==> src/rtl/tone_chan_pkg.sv <==
package tone_chan_pkg;

  localparam int COUNT_W   = 8;
  localparam int COUNT_MAX = (1 << COUNT_W) - 2;
  localparam int CHAN_W    = 6;
  localparam int LAST_CHAN = 50;

  // strobes from the sequencer to the datapath
  typedef struct packed {
    logic clrCount;
    logic cntEn;
    logic latchChan;
    logic stepDigit;
    logic publish;
  } dpCtrl_t;

  // highest edge count that still belongs to channel k
  function automatic logic [COUNT_W-1:0] chanUpper(input logic [CHAN_W-1:0] k);
    logic [COUNT_W-1:0] u;
    case (k)
      6'd0:  u = 8'd65;   6'd1:  u = 8'd67;   6'd2:  u = 8'd69;
      6'd3:  u = 8'd72;   6'd4:  u = 8'd75;   6'd5:  u = 8'd77;
      6'd6:  u = 8'd80;   6'd7:  u = 8'd83;   6'd8:  u = 8'd86;
      6'd9:  u = 8'd89;   6'd10: u = 8'd92;   6'd11: u = 8'd95;
      6'd12: u = 8'd98;   6'd13: u = 8'd101;  6'd14: u = 8'd105;
      6'd15: u = 8'd108;  6'd16: u = 8'd111;  6'd17: u = 8'd115;
      6'd18: u = 8'd119;  6'd19: u = 8'd124;  6'd20: u = 8'd128;
      6'd21: u = 8'd132;  6'd22: u = 8'd137;  6'd23: u = 8'd142;
      6'd24: u = 8'd147;  6'd25: u = 8'd152;  6'd26: u = 8'd157;
      6'd27: u = 8'd160;  6'd28: u = 8'd163;  6'd29: u = 8'd165;
      6'd30: u = 8'd168;  6'd31: u = 8'd171;  6'd32: u = 8'd174;
      6'd33: u = 8'd177;  6'd34: u = 8'd180;  6'd35: u = 8'd184;
      6'd36: u = 8'd187;  6'd37: u = 8'd190;  6'd38: u = 8'd193;
      6'd39: u = 8'd197;  6'd40: u = 8'd200;  6'd41: u = 8'd204;
      6'd42: u = 8'd207;  6'd43: u = 8'd211;  6'd44: u = 8'd219;
      6'd45: u = 8'd226;  6'd46: u = 8'd230;  6'd47: u = 8'd234;
      6'd48: u = 8'd242;  6'd49: u = 8'd251;
      default: u = 8'd254;
    endcase
    return u;
  endfunction

  // channel = number of range ceilings the count lies above
  function automatic logic [CHAN_W-1:0] countToChan(input logic [COUNT_W-1:0] c);
    logic [CHAN_W-1:0] n;
    n = '0;
    for (int k = 0; k < LAST_CHAN; k++) begin
      if (c > chanUpper(CHAN_W'(k))) n = n + 1'b1;
    end
    return n;
  endfunction

endpackage

==> src/rtl/tcd_edge_sync.sv <==
module tcd_edge_sync (
  input  logic clk,
  input  logic rst,
  input  logic toneIn,
  output logic edgePulse
);

  logic syncA, syncB, lastB;

  always_ff @(posedge clk) begin
    if (rst) begin
      syncA <= 1'b0;
      syncB <= 1'b0;
      lastB <= 1'b0;
    end else begin
      syncA <= toneIn;
      syncB <= syncA;
      lastB <= syncB;
    end
  end

  assign edgePulse = syncB & ~lastB;


  edge_single_chk: assert property (@(posedge clk) disable iff (rst)
    edgePulse |=> !edgePulse);

endmodule

==> src/rtl/tcd_ctrl.sv <==
module tcd_ctrl
  import tone_chan_pkg::*;
#(
  parameter int GATE_CYCLES = 50_000_000
) (
  input  logic    clk,
  input  logic    rst,
  input  logic    remZero,
  output dpCtrl_t ctl
);

  localparam int GW = $clog2(GATE_CYCLES + 1);
  localparam logic [GW-1:0] GATE_LAST = GW'(GATE_CYCLES - 1);

  typedef enum logic [1:0] {ST_GATE, ST_LOAD, ST_CONV, ST_DONE} seqState_t;

  seqState_t state, nextState;
  logic [GW-1:0] gateCnt;

  always_comb begin
    nextState = state;
    ctl = '0;
    unique case (state)
      ST_GATE: begin
        ctl.cntEn = 1'b1;
        if (gateCnt == GATE_LAST) nextState = ST_LOAD;
      end
      ST_LOAD: begin
        ctl.latchChan = 1'b1;
        nextState = ST_CONV;
      end
      ST_CONV: begin
        if (remZero) nextState = ST_DONE;
        else ctl.stepDigit = 1'b1;
      end
      ST_DONE: begin
        ctl.publish = 1'b1;
        ctl.clrCount = 1'b1;
        nextState = ST_GATE;
      end
      default: nextState = ST_GATE;
    endcase
  end

  always_ff @(posedge clk) begin
    if (rst) begin
      state <= ST_GATE;
      gateCnt <= '0;
    end else begin
      state <= nextState;
      if (state == ST_GATE && nextState == ST_GATE) gateCnt <= gateCnt + 1'b1;
      else gateCnt <= '0;
    end
  end


  regate_chk: assert property (@(posedge clk) disable iff (rst)
    ctl.publish |=> (ctl.cntEn && gateCnt == '0));


  gate_end_chk: assert property (@(posedge clk) disable iff (rst)
    (ctl.cntEn && gateCnt == GATE_LAST) |=> ctl.latchChan);

endmodule

==> src/rtl/tcd_datapath.sv <==
module tcd_datapath
  import tone_chan_pkg::*;
(
  input  logic       clk,
  input  logic       rst,
  input  logic       edgePulse,
  input  dpCtrl_t    ctl,
  output logic       remZero,
  output logic [3:0] tensOut,
  output logic [3:0] onesOut,
  output logic       readyOut
);

  localparam logic [COUNT_W-1:0] SAT = COUNT_W'(COUNT_MAX);

  logic [COUNT_W-1:0] edgeCount;
  logic [CHAN_W-1:0]  remIdx;
  logic [3:0]         workTens, workOnes;

  // saturating edge counter
  always_ff @(posedge clk) begin
    if (rst || ctl.clrCount) edgeCount <= '0;
    else if (ctl.cntEn && edgePulse && edgeCount != SAT) edgeCount <= edgeCount + 1'b1;
  end

  // serial index-to-decimal conversion
  always_ff @(posedge clk) begin
    if (rst) begin
      remIdx <= '0;
      workTens <= '0;
      workOnes <= '0;
    end else if (ctl.latchChan) begin
      remIdx <= (edgeCount == '0) ? '0 : countToChan(edgeCount);
      workTens <= '0;
      workOnes <= '0;
    end else if (ctl.stepDigit) begin
      remIdx <= remIdx - 1'b1;
      if (workOnes == 4'd9) begin
        workOnes <= '0;
        workTens <= (workTens == 4'd9) ? 4'd0 : workTens + 4'd1;
      end else begin
        workOnes <= workOnes + 4'd1;
      end
    end
  end

  assign remZero = (remIdx == '0);

  // published result
  always_ff @(posedge clk) begin
    if (rst) begin
      tensOut <= '0;
      onesOut <= '0;
      readyOut <= 1'b0;
    end else begin
      readyOut <= ctl.publish;
      if (ctl.publish) begin
        tensOut <= workTens;
        onesOut <= workOnes;
      end
    end
  end


  count_sat_chk: assert property (@(posedge clk) disable iff (rst)
    (ctl.cntEn && edgeCount == SAT) |=> (edgeCount == SAT));


  zero_bypass_chk: assert property (@(posedge clk) disable iff (rst)
    (ctl.latchChan && edgeCount == '0) |=> remZero);


  bcd_range_chk: assert property (@(posedge clk) disable iff (rst)
    (workOnes <= 4'd9) && (workTens <= 4'd9));


  ready_width_chk: assert property (@(posedge clk) disable iff (rst)
    readyOut |=> !readyOut);


  hold_digits_chk: assert property (@(posedge clk) disable iff (rst)
    !readyOut |-> ($stable(tensOut) && $stable(onesOut)));

endmodule

==> src/rtl/tone_chan_decoder.sv <==
module tone_chan_decoder
  import tone_chan_pkg::*;
#(
  parameter int GATE_CYCLES = 50_000_000
) (
  input  logic       clk,
  input  logic       rst,
  input  logic       toneIn,
  output logic [3:0] tensOut,
  output logic [3:0] onesOut,
  output logic       readyOut
);

  logic    edgePulse;
  logic    remZero;
  dpCtrl_t ctl;

  tcd_edge_sync uSync (
    .clk       (clk),
    .rst       (rst),
    .toneIn    (toneIn),
    .edgePulse (edgePulse)
  );

  tcd_ctrl #(.GATE_CYCLES(GATE_CYCLES)) uCtrl (
    .clk     (clk),
    .rst     (rst),
    .remZero (remZero),
    .ctl     (ctl)
  );

  tcd_datapath uDp (
    .clk       (clk),
    .rst       (rst),
    .edgePulse (edgePulse),
    .ctl       (ctl),
    .remZero   (remZero),
    .tensOut   (tensOut),
    .onesOut   (onesOut),
    .readyOut  (readyOut)
  );

endmodule

==> config.mk <==
export PLATFORM = sky130hd
export DESIGN_NAME = tone_chan_decoder
export DESIGN_NICKNAME = d
export VERILOG_FILES = /design/src/rtl/tone_chan_pkg.sv /design/src/rtl/tcd_edge_sync.sv /design/src/rtl/tcd_ctrl.sv /design/src/rtl/tcd_datapath.sv /design/src/rtl/tone_chan_decoder.sv
export SDC_FILE = /design/constraint.sdc
export NUM_CORES = 1
export LEC_CHECK = 0
export BUFFER_PORTS_ARGS = -buffer_cell sky130_fd_sc_hd__buf_2
export CORE_UTILIZATION = 60
export DETAILED_ROUTE_END_ITERATION = 10
export PLACE_DENSITY = 0.86
export SLEW_MARGIN = 20
export SYNTH_ARGS = -nofsm -noshare
export SYNTH_HDL_FRONTEND = slang
export SYNTH_SLANG_ARGS = --single-unit
export TNS_END_PERCENT = 30
==> constraint.sdc <==
create_clock -name clk -period 23.4 [get_ports clk]
set_input_delay 2.34 -clock clk [delete_from_list [all_inputs] [get_ports clk]]
set_output_delay 2.34 -clock clk [all_outputs]
set_load 0.01 [all_outputs]
==> metrics <==
run status finished, violations left; failing checks setup timing; slowest stage cell, crit path a2111oi_2; Port Buffers 11; CP Class flip-flop to flip-flop; headroom to the max-slew limit 18.8%; Post-Synth Adder-Cell Area 6.67%; crit end category flip-flop; Synth Area in Simple Gates 28.4%; Post-Syn Instances 1606; P_leak 5.62 nW; Setup violations, final 5; IO Pins 12; worst stage delay on the critical path 0.38 ns; worst endpoint required time 23.62 ns; vias in the first global route 11800; EDFF count, synth 0; multiplexer area fraction after synthesis 5.26%; core footprint 19000 um^2; # diodes 0; TritonCTS clock tree yes; hpwl dp 24200 um; Worst Path Arrival 24.51 ns; max_cap viols 0; first-pass GRT wire length 54400 um; Worst Min Path Start uSync.syncA$_SDFF_PP0_; post-route ant nets 0; #FFs+latches synth 62; register area 1250 um^2; die area 20100 um^2; number of distinct library cells after synthesis 107; mapped cell area 11700 um^2; Post-Synth XOR/XNOR Area 23.3%; fin crit period 24.29 ns; Max Fanout on Critical Path 5; Tcrit/Tclk final 104%; Seq/Total Area, Yosys 10.6%; final hold viol count 0; Pre-antenna DRT Iters 6; Compound-Gate Fraction of Synth Area 22.1%; Fmax 41.2 MHz; root buf cell clkbuf_16; largest net degree at the start of global routing 47; antenna violations before repair 0; Crit. Startpoint uDp.edgeCount[1]$_SDFFE_PP0P_; Num Clock Sinks 62; area of placed instances 12500 um^2; Vias 12800; Yosys Warn Count 0; Final Max Slew Viols 0; Area Growth Syn to Fin 18.4%; Vias/cell 6.55; multi-input logic area 10900 um^2; Cells on Worst Hold Path 1; Worst path most repeated cell ha_1; clk slew on worst S/H paths 0.06 ns; worst skew pair latency 0.34 ns; post-route design area 13900 um^2; Worst VDD drop 0.0471 mV; Reg2Reg Setup Slack -0.89 ns; DRC 0; Initial Util 62.0%; number of nets in the layout 1756; Worst Skew 0.00614 ns; largest family of logic cells by synthesized area simple AND/OR/NAND/NOR gates; Endpoint, Worst Hold uSync.syncB$_SDFF_PP0_; Die Ht 142 um; reg-to-reg startpoint uDp.edgeCount[1]$_SDFFE_PP0P_; Avg WL per Cell 18.1 um; Post-synth ARST share 0%; net count after synthesis 1670; 1st-iter DRT viols 1319; cell count of the worst reg-to-reg path 141; fraction of layout cells with a size suffix above 1 20.6%; cts bufs inserted 9; Fill cells 1338; H-tree depth 3; R2R Path End uDp.remIdx[4]$_SDFFE_PP0P_; critical path launch point type flip-flop; Clock Tree Buf Depth 2; Slew @ Worst Pin 1.19 ns; global route overflow 0; die extent in x 142 um; Routed WL 35400 um; FP Rows 50; Primary FF master, synth dfxtp_1; post-route worst setup slack -0.885 ns; PnR Total Power 252 uW; All-Layer GR Usage 32.4%; placer congestion estimate 0.941; RSZ-0062 raised after global routing true; synthesized area per cell 7.32 um^2; type of the tightest min-delay check flip-flop to flip-flop; Pwr Density 18.1 nW/um^2
## worst max-delay path by stage
stage,endpoint,slack (ns)
floorplan,uDp.remIdx[4]$_SDFFE_PP0P_,0.02
global placement,uDp.remIdx[4]$_SDFFE_PP0P_,0.12
detailed placement,uDp.remIdx[4]$_SDFFE_PP0P_,-0.90
CTS,uDp.remIdx[4]$_SDFFE_PP0P_,0.02
global route,uDp.remIdx[4]$_SDFFE_PP0P_,-2.00
finish,uDp.remIdx[4]$_SDFFE_PP0P_,-0.89
## cell usage in the layout, fill, tap and decap left out, drive strengths merged, types with 12 or more instances in the layout
cell / count
o21a: 20
or2: 18
nand3: 63
xor2: 72
a21oi: 111
nand2b: 15
nor2: 212
xnor3: 24
xnor2: 149
ha: 61
nand2: 158
and3: 16
o22ai: 17
a21o: 14
inv: 49
nand4: 21
mux2: 12
buf: 133
mux2i: 47
nor4: 16
nor3: 41
a31oi: 23
and2: 24
o21ai: 76
nor2b: 24
nor3b: 15
dfxtp: 62
a211oi: 16
## Yosys cell counts (15+ instances only)
library cell  instances  area share, %
clkbuf_1             30           0.96
and2_1               24            1.3
inv_1                47            1.5
mux2i_1              46            3.9
nand2b_1             15           0.80
nand3_1              63            2.7
xnor2_1             133            9.9
a21oi_1             111            4.7
nor3b_1              15           0.96
ha_1                 61            6.5
nor4_1               16           0.85
dfxtp_1              62             11
and3_1               16           0.85
a31oi_1              22            1.2
nor2_1              212            6.8
xor2_1               70            5.2
nand4_1              20            1.1
nor2b_1              24            1.3
or2_2                18           0.96
xnor3_1              18            3.5
nand2_1             157            5.0
nor3_1               41            1.7
o21a_1               20            1.3
o21ai_0              68            2.9
o22ai_1              16           0.85
## through the flow
stage          TNS, ns  cells  utilization (%)  hold WS [ns]  setup WS, ns
3_3_place_gp         0   1879             65.7         0.419         0.116
5_1_grt          -9.46   1957             73.4         0.466         -2.00
4_1_cts              0   1927             69.6         0.439        0.0155
3_5_place_dp     -4.06   1879             65.7         0.430        -0.905
2_1_floorplan        0   1606                -         0.414        0.0191
6_report         -3.98   1957             73.4         0.437        -0.885
## critical path: cells and delay by family (launching register included)
kind | cells | cell delay (ns)
compound gates | 55 | 8.81
xor+xnor | 18 | 3.00
mux | 8 | 1.44
simple gates | 29 | 3.08
buf+inv | 6 | 0.40
flops | 1 | 0.35
fa+ha+maj | 25 | 7.04
## sequential cells by signal, indices dropped and copies added, names as in the netlist
register / count
uSync.syncA: 1
uDp.onesOut: 4
uDp.readyOut: 1
uSync.lastB: 1
uSync.syncB: 1
uDp.workOnes: 4
uDp.remIdx: 6
uDp.edgeCount: 8
uDp.tensOut: 4
uCtrl.gateCnt: 26
uCtrl.state: 2
uDp.workTens: 4
## power breakdown
part           switching, mW  internal, mW
Combinational        0.00667       0.00358
Clock                 0.0495        0.0853
Sequential          0.000718         0.106
## area by class of cell
class,count,area share [%]
timing repair buffer,133,7.03
inverter,51,1.47
clock buffer,11,1.74
sequential,62,8.97
tap,260,2.34
multi-input combinational,1435,78.0
clock inverter,5,0.405
## what timing repair did
| action | CTS | global route |
|---|---|---|
| hold buffers | 0 | 0 |
| setup endpoints to repair | 5 | 5 |
| resized for setup | 48 | 92 |
| buffers inserted | 32 | 30 |
| pin swaps | 53 | 92 |
## cells by family (layout without fill, tap and decap cells)
logic type / count (synthesis) / after routing
multiplexers: 59 / 59
AND/OR/NAND/NOR: 674 / 674
XOR/XNOR: 249 / 249
buffers and inverters: 109 / 200
flip-flops: 62 / 62
adder cells (fa/ha/maj): 63 / 63
AO/OA/AOI/OAI: 390 / 390
## per-layer routing
layer / track usage, % / vias up / routed length (um)
met1: 39.2 / 6014 / 14000
met5: 0 / - / 0
met4: 14.1 / 0 / 1430
met2: 57.6 / 667 / 17300
li1: - / 5974 / -
met3: 4.10 / 157 / 2670
(Power assumes the default switching activity.)
